`src/rtl/shift_pkg.sv`:
```
package shift_pkg;

   // Shift kind encoding; the low bit alone does not decide direction.
   typedef enum logic [1:0] {
      SH_LEFT      = 2'b00,
      SH_RIGHT_LOG = 2'b01,
      SH_RIGHT_ARI = 2'b10,
      SH_RIGHT_ALT = 2'b11
   } shift_kind_e;

endpackage

```
`src/rtl/shift_amt_select.sv`:
```
module shift_amt_select #(
   parameter int DATA_W = 32,
   parameter int AMT_W  = $clog2(DATA_W)
) (
   input  logic [AMT_W-1:0]  imm_amt_i,
   input  logic [DATA_W-1:0] reg_amt_i,
   input  logic              var_mode_i,
   output logic [AMT_W-1:0]  amt_o
);

   // Upper register bits cannot name a bit position; they are discarded.
   logic unused_reg_hi;
   assign unused_reg_hi = ^reg_amt_i[DATA_W-1:AMT_W];

   always_comb begin
      if (var_mode_i) amt_o = reg_amt_i[AMT_W-1:0];
      else            amt_o = imm_amt_i;
   end

endmodule

```
`src/rtl/shift_stage.sv`:
```
module shift_stage #(
   parameter int DATA_W = 32,
   parameter int DIST   = 1
) (
   input  logic [DATA_W-1:0] data_i,
   input  logic              en_i,
   input  logic              left_i,
   input  logic              fill_i,
   output logic [DATA_W-1:0] data_o
);

   logic [DATA_W-1:0] moved_left;
   logic [DATA_W-1:0] moved_right;

   assign moved_left  = {data_i[DATA_W-1-DIST:0], {DIST{1'b0}}};
   assign moved_right = {{DIST{fill_i}}, data_i[DATA_W-1:DIST]};

   always_comb begin
      if (!en_i)       data_o = data_i;
      else if (left_i) data_o = moved_left;
      else             data_o = moved_right;
   end

endmodule

```
`src/rtl/barrel_shifter.sv`:
```
module barrel_shifter
   import shift_pkg::*;
#(
   parameter int DATA_W = 32,
   localparam int AMT_W = $clog2(DATA_W)
) (
   input  logic [DATA_W-1:0] data_i,
   input  logic [AMT_W-1:0]  imm_amt_i,
   input  logic [DATA_W-1:0] reg_amt_i,
   input  logic [1:0]        kind_i,
   input  logic              var_mode_i,
   output logic [DATA_W-1:0] result_o
);

   generate
      if (DATA_W < 2 || (DATA_W & (DATA_W - 1)) != 0) begin : g_bad_width
         $error("barrel_shifter: DATA_W must be a power of two of at least 2");
      end
   endgenerate

   shift_kind_e       kind;
   logic [AMT_W-1:0]  amt;
   logic              go_left;
   logic              fill_bit;
   logic [DATA_W-1:0] stage_q [AMT_W+1];

   assign kind     = shift_kind_e'(kind_i);
   assign go_left  = (kind == SH_LEFT);
   assign fill_bit = (kind == SH_RIGHT_ARI) & data_i[DATA_W-1];

   shift_amt_select #(
      .DATA_W (DATA_W),
      .AMT_W  (AMT_W)
   ) u_amt (
      .imm_amt_i  (imm_amt_i),
      .reg_amt_i  (reg_amt_i),
      .var_mode_i (var_mode_i),
      .amt_o      (amt)
   );

   assign stage_q[0] = data_i;

   generate
      for (genvar s = 0; s < AMT_W; s++) begin : g_stage
         shift_stage #(
            .DATA_W (DATA_W),
            .DIST   (1 << s)
         ) u_stage (
            .data_i (stage_q[s]),
            .en_i   (amt[s]),
            .left_i (go_left),
            .fill_i (fill_bit),
            .data_o (stage_q[s+1])
         );
      end
   endgenerate

   assign result_o = stage_q[AMT_W];

endmodule

```
`config.mk`:
```
export PLATFORM = sky130hd
export DESIGN_NAME = barrel_shifter
export DESIGN_NICKNAME = d
export VERILOG_FILES = /design/src/rtl/shift_pkg.sv /design/src/rtl/shift_amt_select.sv /design/src/rtl/shift_stage.sv /design/src/rtl/barrel_shifter.sv
export SDC_FILE = /design/constraint.sdc
export NUM_CORES = 1
export LEC_CHECK = 0
export ABC_AREA = 1
export BUFFER_PORTS_ARGS = -buffer_cell sky130_fd_sc_hd__buf_2
export CELL_PAD_IN_SITES_DETAIL_PLACEMENT = 0
export CELL_PAD_IN_SITES_GLOBAL_PLACEMENT = 2
export CORE_ASPECT_RATIO = 1.5
export CORE_MARGIN = 2
export CORE_UTILIZATION = 22
export DETAILED_ROUTE_END_ITERATION = 6
export GPL_ROUTABILITY_DRIVEN = 0
export PLACE_DENSITY = 0.77
export REMOVE_ABC_BUFFERS = 1
export SLEW_MARGIN = 20
export SYNTH_ARGS = -nofsm -noshare
export SYNTH_HDL_FRONTEND = slang
export SYNTH_HIERARCHICAL = 1
export SYNTH_SLANG_ARGS = --single-unit
```
`constraint.sdc`:
```
create_clock -name vclk -period 2
set_input_delay 0.1 -clock vclk [all_inputs]
set_output_delay 0.1 -clock vclk [all_outputs]
set_load 0.005 [all_outputs]
```
==> results.py, run 1 <==
metrics = {
    "min_path": {
        "holdPathStages": 7,
        "min_from": "imm_amt_i[4]",
        "hold_end": "result_o[28]",
        "hp-class": "input pin to primary output",
    },
    "yosys": {
        "synthMuxAreaShare_pct": 0,
        "yosys-top-cells-area": "nand2_1 53%, nand3_1 13%, inv_1 12%",
        "syn_area_sq_mm": 0.00402,
        "synth_seq_area_share_pct": 0,
        "synth_top_area_share_pct": 53.0,
        "synth_xor_xnor_area_share_pct": 0,
        "synthSimpleGateAreaFrac_pct": 74.4,
        "synthAdderAreaFrac_pct": 0,
        "synth.avg_cell_area_sq_um": 4.31,
        "post_synth_inst_count": 932,
        "synth-compound-area-share_pct": 2.30,
        "yosys_warnings": 6,
        "synth_cell_types": 19,
        "yosys.area.top_type": "nand2_1",
        "synth_top_family_by_area": "simple AND/OR/NAND/NOR gates",
    },
    "drt": {
        "routed_wl_mm": 16.2,
        "wl_per_cell_um": 12.6,
        "drc": 0,
        "drtIter0Drc": 187,
        "drt_first_pass_iters": 4,
        "ant_nets": 0,
        "viasPerCell": 4.44,
        "vias": 5689,
    },
    "grt": {
        "grt.total_usage_pct": 16.0,
        "grt_start_max_net_pins": 45,
        "antenna_found_initial": 0,
        "grt_pass1_wl_mm": 25.8,
        "grt.overflow.total": 0,
        "grt_pass1_vias": 5356,
    },
    "clocking": {
        "cts_hold_buf": 0,
    },
    "floorplan": {
        "num_rows": 60,
        "dieArea_sq_mm": 0.0194,
        "core_area_sq_mm": 0.0179,
        "die_x_um": 114,
        "start_util_pct": 22.4,
        "die_height_um": 170,
        "ios": 104,
    },
    "power_and_ir_drop": {
        "power_density_mw_per_mm2": 360,
        "leakage_nw": 3.72,
        "ir_drop_mv": 0.0988,
        "power.total_w": 0.00217,
    },
    "run_status": {
        "status": "complete, but fails checks",
        "violations": "setup timing",
    },
    "sta": {
        "report.final.slew_viol_count": 0,
        "timing.final.ws_setup_ps": -160,
        "worst_slew_pin_slew_ps": 429,
        "fmax_mhz": 463,
        "relSlewSlack_pct": 71.4,
        "rsz0062_at_grt": "yes",
        "period_share_pct": 108,
        "setup_viol": 32,
        "post-route-min-period_ps": 2160,
        "hold_viol": 0,
    },
    "placement": {
        "dp_hpwl_mm": 11.9,
        "placed_area_sq_mm": 0.00505,
        "portBuffers": 77,
    },
    "setup_path": {
        "worst_ep_arrival_time_ps": 2060,
        "startpoint_type": "input pin",
        "critPathKind": "input pin to primary output",
        "required_ps": 1900,
        "cp-end-kind": "primary output",
        "path_max_fanout": 7,
    },
    "layout": {
        "final-seq-area_sq_um": 0,
        "fin_nets": 1139,
        "drive_above_1_share_pct": 43.5,
        "diodes": 0,
        "fin_area_sq_mm": 0.00604,
        "seq_cells": 0,
        "layout_common_cells": "450 x nand2_1, 144 x nand2_2, 84 x buf_4, 75 x inv_1, 74 x buf_2",
        "multi_input_area_sq_mm": 0.00366,
        "layout_commonest_cell": "nand2_1",
        "clkbuf_count": 0,
        "num-fill-cells": 2103,
        "area_growth_pct": 50.3,
        "fin_util_pct": 33.7,
    },
    "job": {
        "drv_cap": 0,
    },
}
==> report_power, final <==
part           total, W  switching (W)  internal (W)
Clock                 0              0             0
Combinational   0.00217        0.00124      0.000929
Sequential            0              0             0
Total           0.00217        0.00124      0.000929
==> Yosys cell counts <==
master / n
nand3_2: 10
buf_12: 1
nand2_8: 1
buf_2: 35
inv_1: 132
nand3_1: 106
o21ai_0: 1
o22ai_1: 14
buf_8: 2
buf_4: 15
nand2_2: 32
inv_8: 1
buf_6: 5
inv_4: 1
nor2_2: 1
inv_6: 1
inv_2: 5
nand2_1: 568
nor2_1: 1
==> per-layer routing <==
metal / global-route usage [%] / part of all wire [%] / vias up
li1: - / - / 3022
met1: 17.9 / 40 / 2567
met2: 32.5 / 56 / 78
met3: 0.750 / 2.3 / 22
met4: 3.18 / 2.0 / 0
met5: 0 / 0 / -
==> area by class of cell <==
cell class,count,share of cell area [%]
timing repair buffer,191,25.7
inverter,140,9.32
multi-input combinational,734,60.5
tap,217,4.49
==> stage by stage <==
step           cells  setup TNS, ps  hold slack [ps]  setup slack [ps]
3_5_place_dp    1257          -7820              912              -320
2_1_floorplan    874        -181710              532             -5940
4_1_cts         1278          -3550              912              -178
3_3_place_gp    1257          -7600              908              -306
6_report        1282          -2660              902              -160
5_1_grt         1282          -8750              972              -350
==> kinds of logic after synthesis <==
kind of cell	Yosys count
simple gates	719
compound gates	15
buf+inv	198
==> how the worst max path moves through the flow <==
stage,start,endpoint,slack (ps),depth (start not counted)
after global placement,kind_i[1],result_o[26],-310,23
after CTS,kind_i[0],result_o[3],-180,24
final,var_mode_i,result_o[27],-160,23
after global routing,kind_i[1],result_o[31],-350,24
after floorplan,kind_i[0],result_o[30],-5940,20
after detailed placement,kind_i[1],result_o[31],-320,23
==> worst max-delay path: stages <==
cell	delay (ps)
buf_6	100
inv_4	50
nand2_4	60
nand2_8	100
buf_12	130
buf_16	130
nand3_1	90
nand2_2	110
inv_2	50
nand2_1	60
nand3_1	60
nand2_1	80
inv_2	40
o22ai_2	180
inv_1	100
nand2_1	70
nand3_1	80
nand2_2	110
nand2_2	60
nand2_2	70
nand2_1	40
nand2_1	70
buf_2	100
==> timing repair <==
| action | in CTS | in global routing |
|---|---|---|
| cloned | 7 | 1 |
| resized for setup | 158 | 105 |
| pin swaps | 71 | 52 |
| setup endpoints to repair | 32 | 32 |
| hold endpoints to repair | 0 | 0 |
| setup buffers | 14 | 6 |
Note: power is estimated with default switching activity, not from simulation.
==> run 2: changes to the inputs <==
--- a/config.mk
+++ b/config.mk
@@ -5,16 +5,16 @@
 export SDC_FILE = /design/constraint.sdc
 export NUM_CORES = 1
 export LEC_CHECK = 0
-export ABC_AREA = 1
 export BUFFER_PORTS_ARGS = -buffer_cell sky130_fd_sc_hd__buf_2
-export CELL_PAD_IN_SITES_DETAIL_PLACEMENT = 0
+export CELL_PAD_IN_SITES_DETAIL_PLACEMENT = 2
 export CELL_PAD_IN_SITES_GLOBAL_PLACEMENT = 2
 export CORE_ASPECT_RATIO = 1.5
 export CORE_MARGIN = 2
-export CORE_UTILIZATION = 22
+export CORE_UTILIZATION = 26
 export DETAILED_ROUTE_END_ITERATION = 6
 export GPL_ROUTABILITY_DRIVEN = 0
-export PLACE_DENSITY = 0.77
+export MAX_ROUTING_LAYER = met4
+export PLACE_DENSITY = 0.78
 export REMOVE_ABC_BUFFERS = 1
 export SLEW_MARGIN = 20
 export SYNTH_ARGS = -nofsm -noshare
==> run 2 against run 1 <==
The flow still finishes with violations (setup timing). Flip-flop and latch count unchanged. Sequential share of layout area unchanged. Synthesized area down 17%. Die area fell by 29%. Global-route usage increased by 13 points. Combinational power is 25% higher. Power increased by 25%. Count of clock-buffer cells in the layout stayed put. Utilization rose by 13 points. Cell count down 38%. Worst hold slack worse by 99 ps. Maximum frequency shrank 27%.
==> results.py, run 2 <==
metrics = {
    "layout": {
        "diodes": 0,
        "drive_above_1_share_pct": 64.2,
        "fin_nets": 717,
        "area_growth_pct": 76.4,
        "layout_common_cells": "101 x buf_4, 87 x nor2_1, 74 x buf_2, 69 x a21oi_2, 64 x mux2i_1",
        "seq_cells": 0,
        "fin_area_sq_mm": 0.00585,
        "fin_cells": 799,
        "layout_commonest_cell": "buf_4",
        "num-fill-cells": 1366,
        "clkbuf_count": 0,
        "final-seq-area_sq_um": 0,
    },
    "yosys": {
        "yosys_warnings": 6,
        "syn_area_sq_mm": 0.00332,
        "yosys-top-cells-area": "mux2i_1 32%, a21oi_1 16%, nor2_1 15%",
        "synth_seq_area_share_pct": 0,
        "synth_cell_types": 23,
        "synthAdderAreaFrac_pct": 0,
        "synthMuxAreaShare_pct": 33.4,
        "synth_xor_xnor_area_share_pct": 0,
        "yosys.area.top_type": "mux2i_1",
        "synth_top_family_by_area": "multiplexers",
        "synth_top_area_share_pct": 31.7,
        "synth.avg_cell_area_sq_um": 6.77,
        "synthSimpleGateAreaFrac_pct": 20.0,
        "post_synth_inst_count": 490,
        "yosys.cell_count.top_type": "nor2_1",
        "synth_common_cells": "130 x nor2_1, 105 x a21oi_1, 105 x mux2i_1, 29 x a22o_1, 24 x nand2_1",
        "synth-compound-area-share_pct": 32.8,
    },
    "drt": {
        "routed_wl_mm": 23.0,
        "viasPerCell": 5.87,
        "ant_nets": 0,
        "vias": 4694,
        "drc": 0,
        "drt_first_pass_iters": 5,
        "drtIter0Drc": 214,
        "wl_per_cell_um": 28.8,
    },
    "floorplan": {
        "dieArea_sq_mm": 0.0137,
        "ios": 104,
        "start_util_pct": 26.7,
        "core_area_sq_mm": 0.0124,
        "num_rows": 50,
        "die_x_um": 96.2,
        "die_height_um": 142,
    },
    "sta": {
        "post-route-min-period_ps": 2970,
        "rsz0062_at_grt": "yes",
        "worst_slew_pin_slew_ps": 591,
        "fmax_mhz": 337,
        "report.final.slew_viol_count": 0,
        "hold_viol": 0,
        "relSlewSlack_pct": 60.5,
        "fin_tns_setup_ps": -25330,
        "timing.final.ws_setup_ps": -967,
        "setup_viol": 32,
        "period_share_pct": 148,
        "fin_hold_ws_ps": 803,
    },
    "grt": {
        "grt_start_max_net_pins": 53,
        "grt.overflow.total": 0,
        "grt.total_usage_pct": 28.9,
        "antenna_found_initial": 0,
        "grt_pass1_vias": 5040,
        "grt_pass1_wl_mm": 30.0,
    },
    "power_and_ir_drop": {
        "leakage_nw": 2.25,
        "ir_drop_mv": 0.192,
        "power_density_mw_per_mm2": 465,
    },
    "placement": {
        "dpl.cell_count": 770,
        "dp_slack_ps": -1080,
        "portBuffers": 77,
        "dp_hpwl_mm": 12.2,
        "placed_area_sq_mm": 0.00428,
    },
    "setup_path": {
        "cp-end-kind": "primary output",
        "slowest_stage": "mux2_4",
        "worst-path-stages": 16,
        "path_max_fanout": 11,
        "crit_buf_inv": 5,
        "cp_cell_sequence": "buf_6 > mux2_4 > buf_12 > buf_4 > nor2_2 > a21oi_4 > buf_4 > mux2i_1 > a21oi_2 > mux2i_1 > a21oi_2 > nor2_2 > a31oi_4 > nor2_1 > a31oi_4 > buf_2",
        "startpoint_type": "input pin",
        "crit_start": "var_mode_i",
        "critPathCapture": "result_o[29]",
        "cpPeakStageDelay_ps": 340,
        "worst_ep_arrival_time_ps": 2870,
        "critPathKind": "input pin to primary output",
        "crit_family": "multiplexers",
        "required_ps": 1900,
    },
    "min_path": {
        "hp-class": "input pin to primary output",
    },
    "clocking": {
        "cts_hold_buf": 0,
    },
    "run_status": {
        "violations": "setup timing",
        "status": "complete, but fails checks",
    },
    "job": {
        "drv_cap": 0,
    },
}
[run 2: repair_timing]
item	CTS	global route
setup buffers	13	12
setup endpoints to repair	32	32
gates cloned	6	1
resized for setup	186	96
pin swaps	43	29
[run 2: metrics by stage]
| stage | util [%] | total power [W] |
|---|---|---|
| 6_report | 47.0 | 0.00272 |
| 5_1_grt | 47.0 | 0.00283 |
| 4_1_cts | 42.4 | 0.00224 |
| 3_5_place_dp | 34.4 | 0.00181 |
| 3_3_place_gp | 34.4 | 0.00167 |
| 2_1_floorplan | - | 0.00105 |
[run 2: cells by family after synthesis]
family | count (synthesis)
compound gates | 160
buf+inv | 57
mux | 110
simple gates | 163
[run 2: power breakdown]
part           internal (W)  switching, W  leakage, nW  total [W]
combinational       0.00118       0.00155         2.25    0.00272
clock                     0             0            0          0
sequential                0             0            0          0
total               0.00118       0.00155         2.25    0.00272
[run 2: final cells by class]
class,count,area (sq um),area share (%)
tap,156,195,3.33
inverter,6,22.5,0.385
timing repair buffer,204,1640,27.9
multi-input combinational,433,4000,68.3
[run 2: worst min path at each step]
stage | startpoint | to | slack (ps) | cells past startpoint
finish | reg_amt_i[4] | result_o[26] | 800 | 4
floorplan | data_i[31] | result_o[31] | 820 | 5
global route | reg_amt_i[4] | result_o[26] | 820 | 4
detailed placement | imm_amt_i[4] | result_o[26] | 770 | 4
global placement | imm_amt_i[4] | result_o[26] | 760 | 4
CTS | imm_amt_i[4] | result_o[26] | 770 | 4
[run 2: layer usage]
metal | vias to the layer above | track usage, % | part of all wire [%]
met3 | 64 | 1.27 | 3.8
met4 | 0 | 8.57 | 4.6
met2 | 172 | 54.4 | 55
li1 | 2066 | - | -
met1 | 2392 | 31.9 | 37
met5 | - | - | 0
==> run 3: changes to the inputs <==
--- a/config.mk
+++ b/config.mk
@@ -5,16 +5,17 @@
 export SDC_FILE = /design/constraint.sdc
 export NUM_CORES = 1
 export LEC_CHECK = 0
+export ABC_AREA = 1
 export BUFFER_PORTS_ARGS = -buffer_cell sky130_fd_sc_hd__buf_2
 export CELL_PAD_IN_SITES_DETAIL_PLACEMENT = 2
 export CELL_PAD_IN_SITES_GLOBAL_PLACEMENT = 2
 export CORE_ASPECT_RATIO = 1.5
 export CORE_MARGIN = 2
-export CORE_UTILIZATION = 26
+export CORE_UTILIZATION = 22
 export DETAILED_ROUTE_END_ITERATION = 6
 export GPL_ROUTABILITY_DRIVEN = 0
 export MAX_ROUTING_LAYER = met4
-export PLACE_DENSITY = 0.78
+export PLACE_DENSITY = 0.77
 export REMOVE_ABC_BUFFERS = 1
 export SLEW_MARGIN = 20
 export SYNTH_ARGS = -nofsm -noshare
==> run 3 against run 2 <==
The flow still finishes with violations (setup timing). Count of clock-buffer cells in the layout is the same. Die area grew 42%. Via count grew 45%. Worst hold slack gained 150 ps. Utilization shrank 7.3 points. Power grew 12%. Largest cell class unchanged. Highest routed layer unchanged.
==> results.py, run 3 (synthesis gave the netlist of run 1 again) <==
metrics = {
    "layout": {
        "final-seq-area_sq_um": 0,
        "seq_cells": 0,
        "num-fill-cells": 2220,
        "fin_area_sq_mm": 0.00712,
        "clkbuf_count": 0,
        "layout_common_cells": "338 x nand2_1, 221 x nand2_2, 94 x buf_4, 82 x inv_2, 78 x nand3_2",
        "multi_input_area_sq_mm": 0.00442,
        "layout_commonest_cell": "nand2_1",
        "fin_nets": 1162,
        "drive_above_1_share_pct": 61.6,
        "area_growth_pct": 77.1,
        "diodes": 0,
        "fin_util_pct": 39.7,
    },
    "sta": {
        "worst_slew_pin_slew_ps": 517,
        "setup_viol": 32,
        "hold_viol": 0,
        "post-route-min-period_ps": 2490,
        "report.final.slew_viol_count": 0,
        "timing.final.ws_setup_ps": -492,
        "fin_tns_setup_ps": -12980,
        "fmax_mhz": 401,
        "period_share_pct": 125,
        "rsz0062_at_grt": "yes",
        "relSlewSlack_pct": 65.5,
    },
    "grt": {
        "antenna_found_initial": 0,
        "grt_pass1_vias": 7672,
        "grt_start_max_net_pins": 45,
        "grt.overflow.total": 0,
        "grt.total_usage_pct": 28.1,
        "grt_pass1_wl_mm": 42.0,
    },
    "drt": {
        "drc": 0,
        "wl_per_cell_um": 24.7,
        "drt_first_pass_iters": 4,
        "drtIter0Drc": 286,
        "viasPerCell": 5.21,
        "vias": 6804,
        "routed_wl_mm": 32.2,
        "ant_nets": 0,
    },
    "setup_path": {
        "path_max_fanout": 15,
        "critPathKind": "input pin to primary output",
        "slowest_stage": "o22ai_2",
        "required_ps": 1900,
        "startpoint_type": "input pin",
        "cp-end-kind": "primary output",
        "cp_cell_sequence": "buf_8 > nor2_4 > buf_12 > inv_12 > nand2_1 > nand3_2 > nand2_4 > buf_4 > nand2_1 > nand2_2 > inv_2 > nand2_2 > nand3_2 > nand2_2 > inv_2 > o22ai_2 > nand2_1 > nand2_2 > nand2_1 > nand2_1 > buf_2",
        "cpPeakStageDelay_ps": 210,
        "worst_ep_arrival_time_ps": 2390,
        "cpMostUsedCell": "nand2_1",
    },
    "min_path": {
        "hp-class": "input pin to primary output",
        "hold_end": "result_o[28]",
        "min_from": "imm_amt_i[4]",
        "holdPathStages": 7,
    },
    "floorplan": {
        "start_util_pct": 22.4,
        "die_x_um": 114,
        "die_height_um": 170,
        "dieArea_sq_mm": 0.0194,
        "ios": 104,
        "num_rows": 60,
        "core_area_sq_mm": 0.0179,
    },
    "power_and_ir_drop": {
        "leakage_nw": 4.08,
        "ir_drop_mv": 0.121,
        "power_density_mw_per_mm2": 428,
    },
    "placement": {
        "portBuffers": 77,
        "dp_hpwl_mm": 15.5,
        "placed_area_sq_mm": 0.00505,
    },
    "job": {
        "drv_cap": 0,
    },
    "run_status": {
        "violations": "setup timing",
        "status": "complete, but fails checks",
    },
    "clocking": {
        "cts_hold_buf": 0,
    },
}
-- run 3: changes by cell type in the layout (fill, tap and decap cells not counted), moves of 69 or more --
cell,change
nand2_2,+216
inv_2,+81
nand3_2,+78
a21oi_2,-69
nor2_1,-87
nand2_1,+319
-- run 3: worst max-delay path by stage --
stage                    to      start
6_report       result_o[23]  kind_i[1]
2_1_floorplan  result_o[30]  kind_i[0]
3_5_place_dp   result_o[23]  kind_i[1]
5_1_grt        result_o[26]  kind_i[1]
3_3_place_gp   result_o[26]  kind_i[1]
4_1_cts        result_o[23]  kind_i[0]
-- run 3: metrics by stage --
step           power [W]  hold WS (ps)  std cells  worst slack (ps)
2_1_floorplan    0.00107           532        874             -5940
3_3_place_gp     0.00179           908       1257              -306
3_5_place_dp     0.00189           956       1257              -458
4_1_cts          0.00241           959       1296              -273
5_1_grt          0.00322          1020       1305              -580
6_report         0.00305           958       1305              -492
-- run 3: layout make-up --
class,count,area share (%)
tap,217,3.81
multi-input combinational,734,62.1
timing repair inverter,2,0.387
inverter,140,8.24
timing repair buffer,212,25.5
-- run 3: layer usage --
metal	GRT usage, %	vias to the layer above	share of wire, %
met3	2.00	115	2.5
met1	28.1	3394	37
met2	54.1	217	54
met5	-	-	0
li1	-	3078	-
met4	13.9	0	6.4
-- run 3: worst max-delay path, delay by kind of cell --
kind / cells / cell delay (ps)
AOI/OAI and AO/OA: 1 / 210
buffers and inverters: 7 / 720
and+or+nand+nor: 13 / 1320
-- run 3: repair_timing --
action,CTS,global route
resized for setup,285,234
setup endpoints to repair,32,32
setup buffers,28,12
pin swaps,97,140
gates cloned,12,0
-- run 3: power by group --
part | total [W] | leakage, nW | internal (W) | switching (W)
registers | 0 | 0 | 0 | 0
clock network | 0 | 0 | 0 | 0
logic | 0.00305 | 4.08 | 0.00116 | 0.00189
total | 0.00305 | 4.08 | 0.00116 | 0.00189
